File: src/rtl/mac_slice_pkg.sv
package mac_slice_pkg;
   localparam int REG_W  = 18;
   localparam int PROD_W = 2 * REG_W;
   localparam int OUT_W  = 2 * PROD_W;
   localparam int LANES  = 2;

   typedef enum logic [1:0] {
      MODE_MULT  = 2'b00,
      MODE_ARITH = 2'b01,
      MODE_LOGIC = 2'b10,
      MODE_RSVD  = 2'b11
   } alu_mode_e;

   typedef enum logic [1:0] {
      LOP_AND  = 2'b00,
      LOP_OR   = 2'b01,
      LOP_XOR  = 2'b10,
      LOP_XNOR = 2'b11
   } logic_op_e;

   typedef struct packed {
      alu_mode_e        mode;
      logic             neg_b;
      logic             neg_c;
      logic_op_e        lop;
      logic [LANES-1:0] pre_sub;
   } slice_ctl_t;
endpackage

File: src/rtl/slice_in_regs.sv
module slice_in_regs
   import mac_slice_pkg::*;
#(
   parameter bit CASC_MATCH = 1'b1
) (
   input  logic                        clk,
   input  logic                        rst,
   input  logic [LANES-1:0][REG_W-1:0] a_in,
   input  logic [LANES-1:0][REG_W-1:0] d_in,
   input  logic [LANES-1:0][REG_W-1:0] b_in,
   input  logic                        shift_a,
   input  logic                        shift_b,
   input  logic [REG_W-1:0]            casc_a_in,
   input  logic [REG_W-1:0]            casc_b_in,
   output logic [LANES-1:0][REG_W-1:0] a_q,
   output logic [LANES-1:0][REG_W-1:0] d_q,
   output logic [LANES-1:0][REG_W-1:0] b_q,
   output logic [REG_W-1:0]            casc_a_out,
   output logic [REG_W-1:0]            casc_b_out
);
   // chain source: lane 0 takes the cascade input, lane n takes lane n-1
   logic [LANES-1:0][REG_W-1:0] a_src, b_src;
   assign a_src = {a_q[LANES-2:0], casc_a_in};
   assign b_src = {b_q[LANES-2:0], casc_b_in};

   always_ff @(posedge clk) begin
      if (rst) begin
         a_q <= '0;
         d_q <= '0;
         b_q <= '0;
      end else begin
         a_q <= shift_a ? a_src : a_in;
         b_q <= shift_b ? b_src : b_in;
         d_q <= d_in;
      end
   end

   assign casc_b_out = b_q[LANES-1];

   generate
      if (CASC_MATCH) begin : g_match
         logic [REG_W-1:0] match_q;
         always_ff @(posedge clk) begin
            if (rst) match_q <= '0;
            else     match_q <= a_q[LANES-1];
         end
         assign casc_a_out = match_q;


         casc_match_chk: assert property (@(posedge clk) disable iff (rst)
            1'b1 |=> (casc_a_out == $past(a_q[LANES-1])));
      end else begin : g_direct
         assign casc_a_out = a_q[LANES-1];
      end
   endgenerate


   shift_chain_chk: assert property (@(posedge clk) disable iff (rst)
      shift_a |=> (a_q[1] == $past(a_q[0])));


   shift_head_chk: assert property (@(posedge clk) disable iff (rst)
      shift_b |=> (b_q[0] == $past(casc_b_in)));
endmodule

File: src/rtl/slice_lane.sv
module slice_lane
   import mac_slice_pkg::*;
#(
   parameter int OPW = 18
) (
   input  logic              clk,
   input  logic              rst,
   input  logic [REG_W-1:0]  a,
   input  logic [REG_W-1:0]  d,
   input  logic [REG_W-1:0]  b,
   input  logic              sub,
   output logic [PROD_W-1:0] prod_q
);
   localparam int PW = 2 * OPW;

   logic signed [OPW-1:0] a_s, d_s, b_s, pre_s;
   logic signed [PW-1:0]  mul_s;
   logic [PROD_W-1:0]     prod_d;

   assign a_s = a[OPW-1:0];
   assign d_s = d[OPW-1:0];
   assign b_s = b[OPW-1:0];

   // pre-sum wraps at the operand width and only feeds this multiplier
   always_comb pre_s = sub ? (a_s - d_s) : (a_s + d_s);
   assign mul_s = PW'(pre_s) * PW'(b_s);

   generate
      if (PW < PROD_W) begin : g_narrow
         logic unused_hi;
         assign unused_hi = ^{a[REG_W-1:OPW], d[REG_W-1:OPW], b[REG_W-1:OPW]};
         assign prod_d = {{(PROD_W-PW){mul_s[PW-1]}}, mul_s};


         narrow_fit_chk: assert property (@(posedge clk) disable iff (rst)
            ($countones(prod_q[PROD_W-1:PW-1]) == 0) ||
            ($countones(prod_q[PROD_W-1:PW-1]) == PROD_W-PW+1));
      end else begin : g_full
         assign prod_d = mul_s;
      end
   endgenerate

   always_ff @(posedge clk) begin
      if (rst) prod_q <= '0;
      else     prod_q <= prod_d;
   end


   zero_mult_chk: assert property (@(posedge clk) disable iff (rst)
      (b[OPW-1:0] == '0) |=> (prod_q == '0));
endmodule

File: src/rtl/slice_alu.sv
module slice_alu
   import mac_slice_pkg::*;
#(
   parameter int ALU_W = 54
) (
   input  logic [PROD_W-1:0] p0,
   input  logic [PROD_W-1:0] p1,
   input  logic [ALU_W-1:0]  c,
   input  slice_ctl_t        ctl,
   output logic [OUT_W-1:0]  res
);
   logic [ALU_W-1:0] p0w, p1w, term_b, term_c, sum, lres, r;

   generate
      if (ALU_W > PROD_W) begin : g_ext
         assign p0w = {{(ALU_W-PROD_W){p0[PROD_W-1]}}, p0};
         assign p1w = {{(ALU_W-PROD_W){p1[PROD_W-1]}}, p1};
      end else if (ALU_W == PROD_W) begin : g_same
         assign p0w = p0;
         assign p1w = p1;
      end else begin : g_trunc
         assign p0w = p0[ALU_W-1:0];
         assign p1w = p1[ALU_W-1:0];
      end
   endgenerate

   always_comb begin
      term_b = ctl.neg_b ? ('0 - p1w) : p1w;
      term_c = ctl.neg_c ? ('0 - c)   : c;
      sum    = p0w + term_b + term_c;
      case (ctl.lop)
         LOP_AND: lres = p1w & c;
         LOP_OR:  lres = p1w | c;
         LOP_XOR: lres = p1w ^ c;
         default: lres = ~(p1w ^ c);
      endcase
      case (ctl.mode)
         MODE_ARITH: r = sum;
         MODE_LOGIC: r = lres;
         default:    r = '0;
      endcase
      if (ctl.mode == MODE_ARITH || ctl.mode == MODE_LOGIC)
         res = {{(OUT_W-ALU_W){r[ALU_W-1]}}, r};
      else
         res = {p1, p0};
   end
endmodule

File: src/rtl/premul_alu_slice.sv
module premul_alu_slice
   import mac_slice_pkg::*;
#(
   parameter int OPW        = 18,
   parameter int ALU_W      = 54,
   parameter bit CASC_MATCH = 1'b1
) (
   input  logic             clk,
   input  logic             rst,
   input  logic             in_vld,
   input  logic [17:0]      a0_in,
   input  logic [17:0]      d0_in,
   input  logic [17:0]      b0_in,
   input  logic [17:0]      a1_in,
   input  logic [17:0]      d1_in,
   input  logic [17:0]      b1_in,
   input  logic [ALU_W-1:0] c_in,
   input  logic             shift_a,
   input  logic             shift_b,
   input  logic [17:0]      casc_a_in,
   input  logic [17:0]      casc_b_in,
   input  logic [1:0]       pre_sub,
   input  logic [1:0]       alu_mode,
   input  logic             neg_b,
   input  logic             neg_c,
   input  logic [1:0]       logic_op,
   output logic [71:0]      res_out,
   output logic             res_vld,
   output logic [17:0]      casc_a_out,
   output logic [17:0]      casc_b_out
);
   generate
      if (!(OPW == 9 || OPW == REG_W)) begin : g_bad_opw
         $error("premul_alu_slice: OPW must be 9 or 18");
      end
      if (!(ALU_W == 24 || ALU_W == 54)) begin : g_bad_aluw
         $error("premul_alu_slice: ALU_W must be 24 or 54");
      end
   endgenerate

   logic [LANES-1:0][REG_W-1:0] a_pk, d_pk, b_pk, a_q, d_q, b_q;
   assign a_pk = {a1_in, a0_in};
   assign d_pk = {d1_in, d0_in};
   assign b_pk = {b1_in, b0_in};

   slice_in_regs #(.CASC_MATCH(CASC_MATCH)) u_in (
      .clk        (clk),
      .rst        (rst),
      .a_in       (a_pk),
      .d_in       (d_pk),
      .b_in       (b_pk),
      .shift_a    (shift_a),
      .shift_b    (shift_b),
      .casc_a_in  (casc_a_in),
      .casc_b_in  (casc_b_in),
      .a_q        (a_q),
      .d_q        (d_q),
      .b_q        (b_q),
      .casc_a_out (casc_a_out),
      .casc_b_out (casc_b_out)
   );

   slice_ctl_t       ctl_in, ctl1, ctl2;
   logic [ALU_W-1:0] c1, c2;
   logic             vld1, vld2;

   assign ctl_in.mode    = alu_mode_e'(alu_mode);
   assign ctl_in.neg_b   = neg_b;
   assign ctl_in.neg_c   = neg_c;
   assign ctl_in.lop     = logic_op_e'(logic_op);
   assign ctl_in.pre_sub = pre_sub;

   // stage 1 and stage 2 carriers for C, controls and valid
   always_ff @(posedge clk) begin
      if (rst) begin
         ctl1 <= '0;
         ctl2 <= '0;
         c1   <= '0;
         c2   <= '0;
         vld1 <= 1'b0;
         vld2 <= 1'b0;
      end else begin
         ctl1 <= ctl_in;
         ctl2 <= ctl1;
         c1   <= c_in;
         c2   <= c1;
         vld1 <= in_vld;
         vld2 <= vld1;
      end
   end

   logic [LANES-1:0][PROD_W-1:0] prod;

   generate
      for (genvar ln = 0; ln < LANES; ln++) begin : g_lane
         slice_lane #(.OPW(OPW)) u_lane (
            .clk    (clk),
            .rst    (rst),
            .a      (a_q[ln]),
            .d      (d_q[ln]),
            .b      (b_q[ln]),
            .sub    (ctl1.pre_sub[ln]),
            .prod_q (prod[ln])
         );
      end
   endgenerate

   logic [OUT_W-1:0] alu_res;

   slice_alu #(.ALU_W(ALU_W)) u_alu (
      .p0  (prod[0]),
      .p1  (prod[1]),
      .c   (c2),
      .ctl (ctl2),
      .res (alu_res)
   );

   // shared output register
   always_ff @(posedge clk) begin
      if (rst) begin
         res_out <= '0;
         res_vld <= 1'b0;
      end else begin
         res_out <= alu_res;
         res_vld <= vld2;
      end
   end


   valid_delay_chk: assert property (@(posedge clk) disable iff (rst)
      1'b1 |=> (res_vld == $past(vld2)));


   mult_pack_chk: assert property (@(posedge clk) disable iff (rst)
      (ctl2.mode == MODE_MULT) |=> (res_out[OUT_W-1:PROD_W] == $past(prod[1])));


   alu_sext_chk: assert property (@(posedge clk) disable iff (rst)
      (ctl2.mode == MODE_ARITH || ctl2.mode == MODE_LOGIC) |=>
      ((&res_out[OUT_W-1:ALU_W-1]) || (res_out[OUT_W-1:ALU_W-1] == '0)));


   reset_clear_chk: assert property (@(posedge clk)
      rst |=> (res_out == '0 && !res_vld && casc_b_out == '0));
endmodule

File: config.mk
export PLATFORM = sky130hd
export DESIGN_NAME = premul_alu_slice
export DESIGN_NICKNAME = d
export VERILOG_FILES = /design/src/rtl/mac_slice_pkg.sv /design/src/rtl/slice_in_regs.sv /design/src/rtl/slice_lane.sv /design/src/rtl/slice_alu.sv /design/src/rtl/premul_alu_slice.sv
export SDC_FILE = /design/constraint.sdc
export NUM_CORES = 2
export LEC_CHECK = 0
export ABC_AREA = 1
export BUFFER_PORTS_ARGS = -buffer_cell sky130_fd_sc_hd__buf_2
export CELL_PAD_IN_SITES_DETAIL_PLACEMENT = 1
export CELL_PAD_IN_SITES_GLOBAL_PLACEMENT = 1
export CORE_ASPECT_RATIO = 1.1
export CORE_UTILIZATION = 51
export CTS_BUF_LIST = sky130_fd_sc_hd__clkbuf_16
export CTS_CLUSTER_DIAMETER = 40
export DETAILED_ROUTE_END_ITERATION = 10
export HOLD_SLACK_MARGIN = 0.02
export PLACE_DENSITY_LB_ADDON = 0.25
export SYNTH_ARGS = -nofsm -noshare
export SYNTH_HDL_FRONTEND = slang
export SYNTH_SLANG_ARGS = --single-unit
File: constraint.sdc
create_clock -name clk -period 14.9 [get_ports clk]
set_clock_uncertainty 0.05 [all_clocks]
set_input_delay 4.47 -clock clk [delete_from_list [all_inputs] [get_ports clk]]
set_output_delay 4.47 -clock clk [all_outputs]
set_load 0.01 [all_outputs]
After elaboration in Yosys (flattened, before gate mapping)
Cells that the tools add are included.
{"block": "classes", "shift": 0, "n_div": 0, "reduce_logical": 2, "order_cmp": 0, "n_bitwise": 4, "muxes": 9, "mul": 2, "n_addsub": 8, "n_eq_ne": 4}
{"cell": "one-hot mux 54 bit (3 select lines)", "count": 1}
{"cell": "adder 54 bit", "count": 2}
{"cell": "two-way mux 54 bit", "count": 2}
{"cell": "one-hot mux 54 bit (2 select lines)", "count": 1}
{"cell": "multiplier 18 x 18 -> 36 bit", "count": 2}
{"cell": "two-way mux 36 bit", "count": 2}
{"cell": "two-way mux 72 bit", "count": 1}
{"cell": "AND 54 bit", "count": 1}
{"cell": "inverter 54 bit", "count": 1}
{"cell": "OR 54 bit", "count": 1}
{"cell": "subtractor 1 x 54 -> 54 bit (first input constant)", "count": 1}
{"cell": "XOR 54 bit", "count": 1}
{"cell": "subtractor 1 x 36 -> 37 bit (first input constant)", "count": 1}
{"cell": "adder 18 bit", "count": 2}
{"cell": "two-way mux 18 bit", "count": 2}
{"cell": "subtractor 18 bit", "count": 2}
{"cell": "equality test 2 x 1 -> 1 bit (second input constant)", "count": 2}
{"cell": "equality test 2 bit (second input constant)", "count": 2}
{"cell": "zero test 2 bit", "count": 1}
{"cell": "logical OR 1 bit", "count": 1}
{"block": "totals", "mem_count": 0, "reg_bits": 395, "inputBits": 211, "wordCells": 53, "output_inout_bits": 109, "rom_bits": 0, "latch_bits": 0, "ramBits": 0}

Depth between registers and ports, before layout
{"block": "depth", "word_depth": 6, "ltp_mapped": 47, "depth_no_buf": 46}

Cells and area by module
From an unflattened synthesis, not the netlist that was laid out.
{"block": "unflattened", "cells_unflattened": 7384, "hier_area_um2": 52784.4}
{"mod": "slice_lane (g_lane[0].u_lane)", "seq_area_each_um2": 720.7, "area_per_inst_um2": 15021.9, "instances": 1, "cells_each": 1973}
{"mod": "slice_lane (g_lane[1].u_lane)", "seq_area_each_um2": 720.7, "area_per_inst_um2": 15020.7, "instances": 1, "cells_each": 1973}
{"mod": "slice_alu", "seq_area_each_um2": 0.0, "area_per_inst_um2": 12405.6, "instances": 1, "cells_each": 2177}
{"mod": "premul_alu_slice", "seq_area_each_um2": 3983.8, "area_per_inst_um2": 5671.7, "instances": 1, "cells_each": 619}
{"mod": "slice_in_regs", "seq_area_each_um2": 2522.4, "area_per_inst_um2": 4664.5, "instances": 1, "cells_each": 642}

Least setup slack after synthesis
No wires, ideal clock.
{"block": "synth_path", "path_kind": "register -> register", "from": "reg u_in.d_q[0] (netlist bit)", "to": "reg g_lane[0].u_lane.prod_q[35]", "path_stages_with_launch": 45, "path_slack_ns": 6.758, "n_path_buf": 1, "required_time_ns": 14.737, "synth_period_minus_slack_ns": 8.142, "setup_time_ns": 0.113, "t_arrival_ns": 7.979, "cell_sequence": "dfxtp_1 -> inv_1 -> ha_1 -> nand2_1 -> nor3_1 -> inv_1 -> nor2_1 -> nand2_1 -> nor3_1 -> nor2_1 -> xor2_1 -> ha_1 -> nand2_1 -> nor4_1 -> nand2_1 -> nand4_1 -> nand2_1 -> a21oi_1 -> [9 not listed] -> clkbuf_1 -> inv_1 -> fa_1 -> inv_1 -> fa_1 -> inv_1 -> fa_1 -> inv_1 -> ha_1 -> nand2_1 -> nor2_1 -> nand2_1 -> o311ai_0 -> a21oi_1 -> nor2_1 -> nor2_1 -> nor2_1 -> nor2_1"}
{"block": "synth_via", "elab_chain_len": 3, "word_cells_on_any_way": 4, "cone_classes": "add/sub (2); mul (1); mux (1)"}
{"item": "start, declared", "line": "slice_in_regs.sv:16", "source": "output logic [LANES-1:0][REG_W-1:0] d_q,"}
{"item": "start signal, assigned", "line": "slice_in_regs.sv:34", "source": "d_q <= d_in;"}
{"item": "adder 18 bit / subtractor 18 bit (equally long branches)", "line": "slice_lane.sv:25", "source": "always_comb pre_s = sub ? (a_s - d_s) : (a_s + d_s);"}
{"item": "two-way mux 18 bit (*)", "line": "slice_lane.sv:25"}
{"item": "multiplier 18 x 18 -> 36 bit (*)", "line": "slice_lane.sv:26", "source": "assign mul_s = PW'(pre_s) * PW'(b_s);"}
{"item": "end signal, assigned", "line": "slice_lane.sv:45", "source": "else prod_q <= prod_d;"}
{"item": "end, declared", "line": "slice_lane.sv:12", "source": "output logic [PROD_W-1:0] prod_q"}
Every way passes the cells marked *; elsewhere a longest branch is shown, timed or not.
A chain may end at the register's enable or synchronous reset.

Worst setup path after layout
{"block": "layout_path", "from": "reg u_in.d_q[1] (netlist bit)", "to": "reg g_lane[0].u_lane.prod_q[35]"}
The elaborated chain is that of the path after synthesis.

==> metrics.md <==
| Metric | Value |
|---|---|
| Status | completed |
| TritonRoute pass-1 iters | 5 |
| Hold wc startpoint | c1[32] |
| Min Tclk post-route | 9.71 ns |
| Tcrit/Tclk final | between 60 and 70% |
| Crit path DAT | 10.28 ns |
| Synthesized Nets | approximately 7600 |
| Drt total wl | roughly 180000 um |
| Share of cells above drive strength 1 | between 8 and 9% |
| Die W | around 300 um |
| Number of remaining DRC errors | 0 |
| CTS clk-pin slew, worst paths | about 0.06 ns |
| Crit path largest cell delay | 0.72 ns |
| Req. time, crit path | 15.46 ns |
| Largest net degree at the start of global routing | roughly 100 |
| # resized after CTS | 0 |
| Hold buffers post-CTS | 0 |
| RSZ-0062 raised after global routing | no |
| Crit path max-delay family | adder cells |
| Worst-skew pair later-pin latency | a little under 0.7 ns |
| Worst Hold Path EP | c2[32] |
| Worst slew margin | between 15 and 20% |
| Number of routed nets with antenna violations | 0 |
| Worst setup path class | register to register |
| Most frequent CP cell | nand2_1 |
| Pins Over Slew Limit | 0 |
| Ys flop type | dfxtp_1 |
| Synth area leader | fa_1 |
| Final HPWL DP | roughly 150000 um |
| Initial Utilization | 51.5% |
| Hold Path Stages | 2 |
| Reg-to-Reg End | g_lane[0].u_lane.prod_q[35] |
| Max Cap Viol | 0 |
| Synth cell types | 60 |
| Clock buffer depth | 3 |
| Critical path's slowest cell | o311ai_0 |
| Final-layout fill cell count | approximately 12000 |
| GRT Total Usage | 37.8% |
| Die Y | 326 um |
| Fin Setup TNS | 0 ns |
| Final setup vio count | 0 |
| Total CTS buffers | 58 |
| Ranking of synthesized cells by area | fa_1, dfxtp_1, inv_1 |
| Clock Sinks | 395 |
| # Post-CTS Setup Buffers | 0 |
| Actual slew at the worst max-slew pin | 1.27 ns |
| R2R Setup Slk | 5.19 ns |
| Layout area overhead | 9.38% |
| Hold Violations, Final | 0 |
| WP buf/inv | 8 |
| Yosys Warn Count | 0 |
| Top cell type's share of synthesized area | 28.7% |
| Vias per std cell | 5.61 |
| Commonest non-fill, non-tap cell in the layout | inv_1 |
| Synth Register Bits | a little under 400 |
| Cells after synthesis | ~6300 |
| Grt ovf | 0 |
| Wire length of the first global-routing pass | ~280000 um |
| Syn_area_per_cell | roughly 7.7 um2 |
| Initial DRC count | 2689 |
| F_max | a little over 100 MHz |
| Critical Path Source Type | register |
| Number of global-route vias before repair | between 40000 and 50000 |
| Post-synth EDFFs | 0 |
| Seq/Total Area, Yosys | around 16% |
| RR Startpoint | u_in.d_q[1] |
| Most frequent cells in the layout | inv_1, nand2_1, nor2_1 |
| Avg WL per Cell | between 20 and 25 um |
| FP Rows | 118 |
| Initial antenna violation count | 11 |
| Die ar. | 96400 um2 |
| Final GP Congestion | 0.998 |
| Asr flop ratio synth | 0% |
| FF-to-FF path depth | between 40 and 50 |
| Via count | 43935 |
| CP max FO | 12 |
| Crit. End Element | register |
| Root Buffer | clkbuf_16 |
| Htree depth | 2 |
| Layout Nets | 7823 |
| Post-Syn Area | around 49000 um2 |
| PortBufs | 319 |
| Core Box Area | roughly 94000 um2 |
| Hold/Removal Path Class | register to register |
| TritonCTS clock tree | built |
| Boundary Pins | 320 |
-- Yosys cell counts (all sizes together) (6+ instances only) --
| cell | number |
|---|---|
| a21boi | 37 |
| a21o | 24 |
| a21oi | 352 |
| a221oi | 74 |
| a31oi | 12 |
| and3 | 6 |
| buf | 36 |
| clkbuf | 182 |
| clkinv | 19 |
| dfxtp | 395 |
| fa | 697 |
| ha | 395 |
| inv | 1453 |
| nand2 | 902 |
| nand3 | 98 |
| nand4 | 31 |
| nor2 | 892 |
| nor3 | 41 |
| nor4 | 13 |
| o21a | 27 |
| o21ai | 379 |
| o21bai | 19 |
| o31ai | 9 |
| or2 | 35 |
| xnor2 | 40 |
| xor2 | 140 |
-- per-layer routing --
metal | global-route usage (%) | vias up | wire [um]
met1 | 45.5 | 22037 | 68900
met2 | 63.6 | 1780 | 87100
met3 | 6.34 | 560 | 12500
li1 | - | 19554 | -
met5 | 0 | - | 26
met4 | 21.5 | 4 | 11600
-- how the worst max path moves through the flow --
stage | slack [ns] | to | cells after the start | start
after CTS | 5.25 | g_lane[0].u_lane.prod_q[35] | 44 | u_in.d_q[1]
after floorplan | 6.76 | g_lane[0].u_lane.prod_q[35] | 44 | u_in.d_q[0]
final | 5.19 | g_lane[0].u_lane.prod_q[35] | 44 | u_in.d_q[1]
after detailed placement | 5.32 | g_lane[0].u_lane.prod_q[35] | 44 | u_in.d_q[1]
after global placement | 5.82 | g_lane[0].u_lane.prod_q[35] | 44 | u_in.d_q[0]
after global routing | 4.44 | g_lane[0].u_lane.prod_q[35] | 44 | u_in.d_q[1]
-- through the flow --
stage / worst slack [ns] / instances / instance area, um2 / utilization, % / hold WS (ns)
after global routing: 4.44 / 7834 / 53100 / 56.4 / 0.369
final: 5.19 / 7837 / 53100 / 56.4 / 0.354
after detailed placement: 5.32 / 7720 / 51100 / 54.2 / 0.349
after floorplan: 6.76 / 6331 / 48600 / - / 0.338
after global placement: 5.82 / 7720 / 51100 / 54.2 / 0.340
after CTS: 5.25 / 7829 / 53100 / 56.4 / 0.352
-- sequential cells by signal, indices dropped and copies added, names as in the netlist --
name and count:
g_lane.u_lane.prod_q 72, u_in.casc_b_out 18, u_in.b_q 18, ctl1 8, u_in.d_q 36, u_in.casc_a_out 18
c1 54, ctl2 6, vld1 1, vld2 1, u_in.a_q 36, c2 54
res_vld 1, res_out 72
-- worst reg2reg max path, delay by kind of cell (launching register included) --
family          cells  cell delay (ns)
fa+ha+maj           9             4.17
xor+xnor            1             0.16
simple gates       23             2.78
buf+inv             8             1.03
compound gates      3             1.17
flops               1             0.30
-- area by class of cell --
cell class	count	area (um2)	share of cell area (%)
clock inverter	50	554	1.04
inverter	1472	5530	10.4
timing repair buffer	347	1820	3.42
clock buffer	59	1480	2.78
tap	1260	1580	2.97
sequential	395	7910	14.9
antenna	8	20.0	0.0377
multi-input combinational	4246	34200	64.4
-- cell families after synthesis --
logic type               share of synthesized area, %
buffers and inverters                            13.3
adder cells (fa/ha/maj)                          38.9
flip-flops                                       16.3
AND/OR/NAND/NOR                                  16.8
AO/OA/AOI/OAI                                    11.3
XOR/XNOR                                         3.41
Power is left out: the tool's default activity adds up to more than one toggle a clock period on the data nets, which glitch-free logic cannot reach.
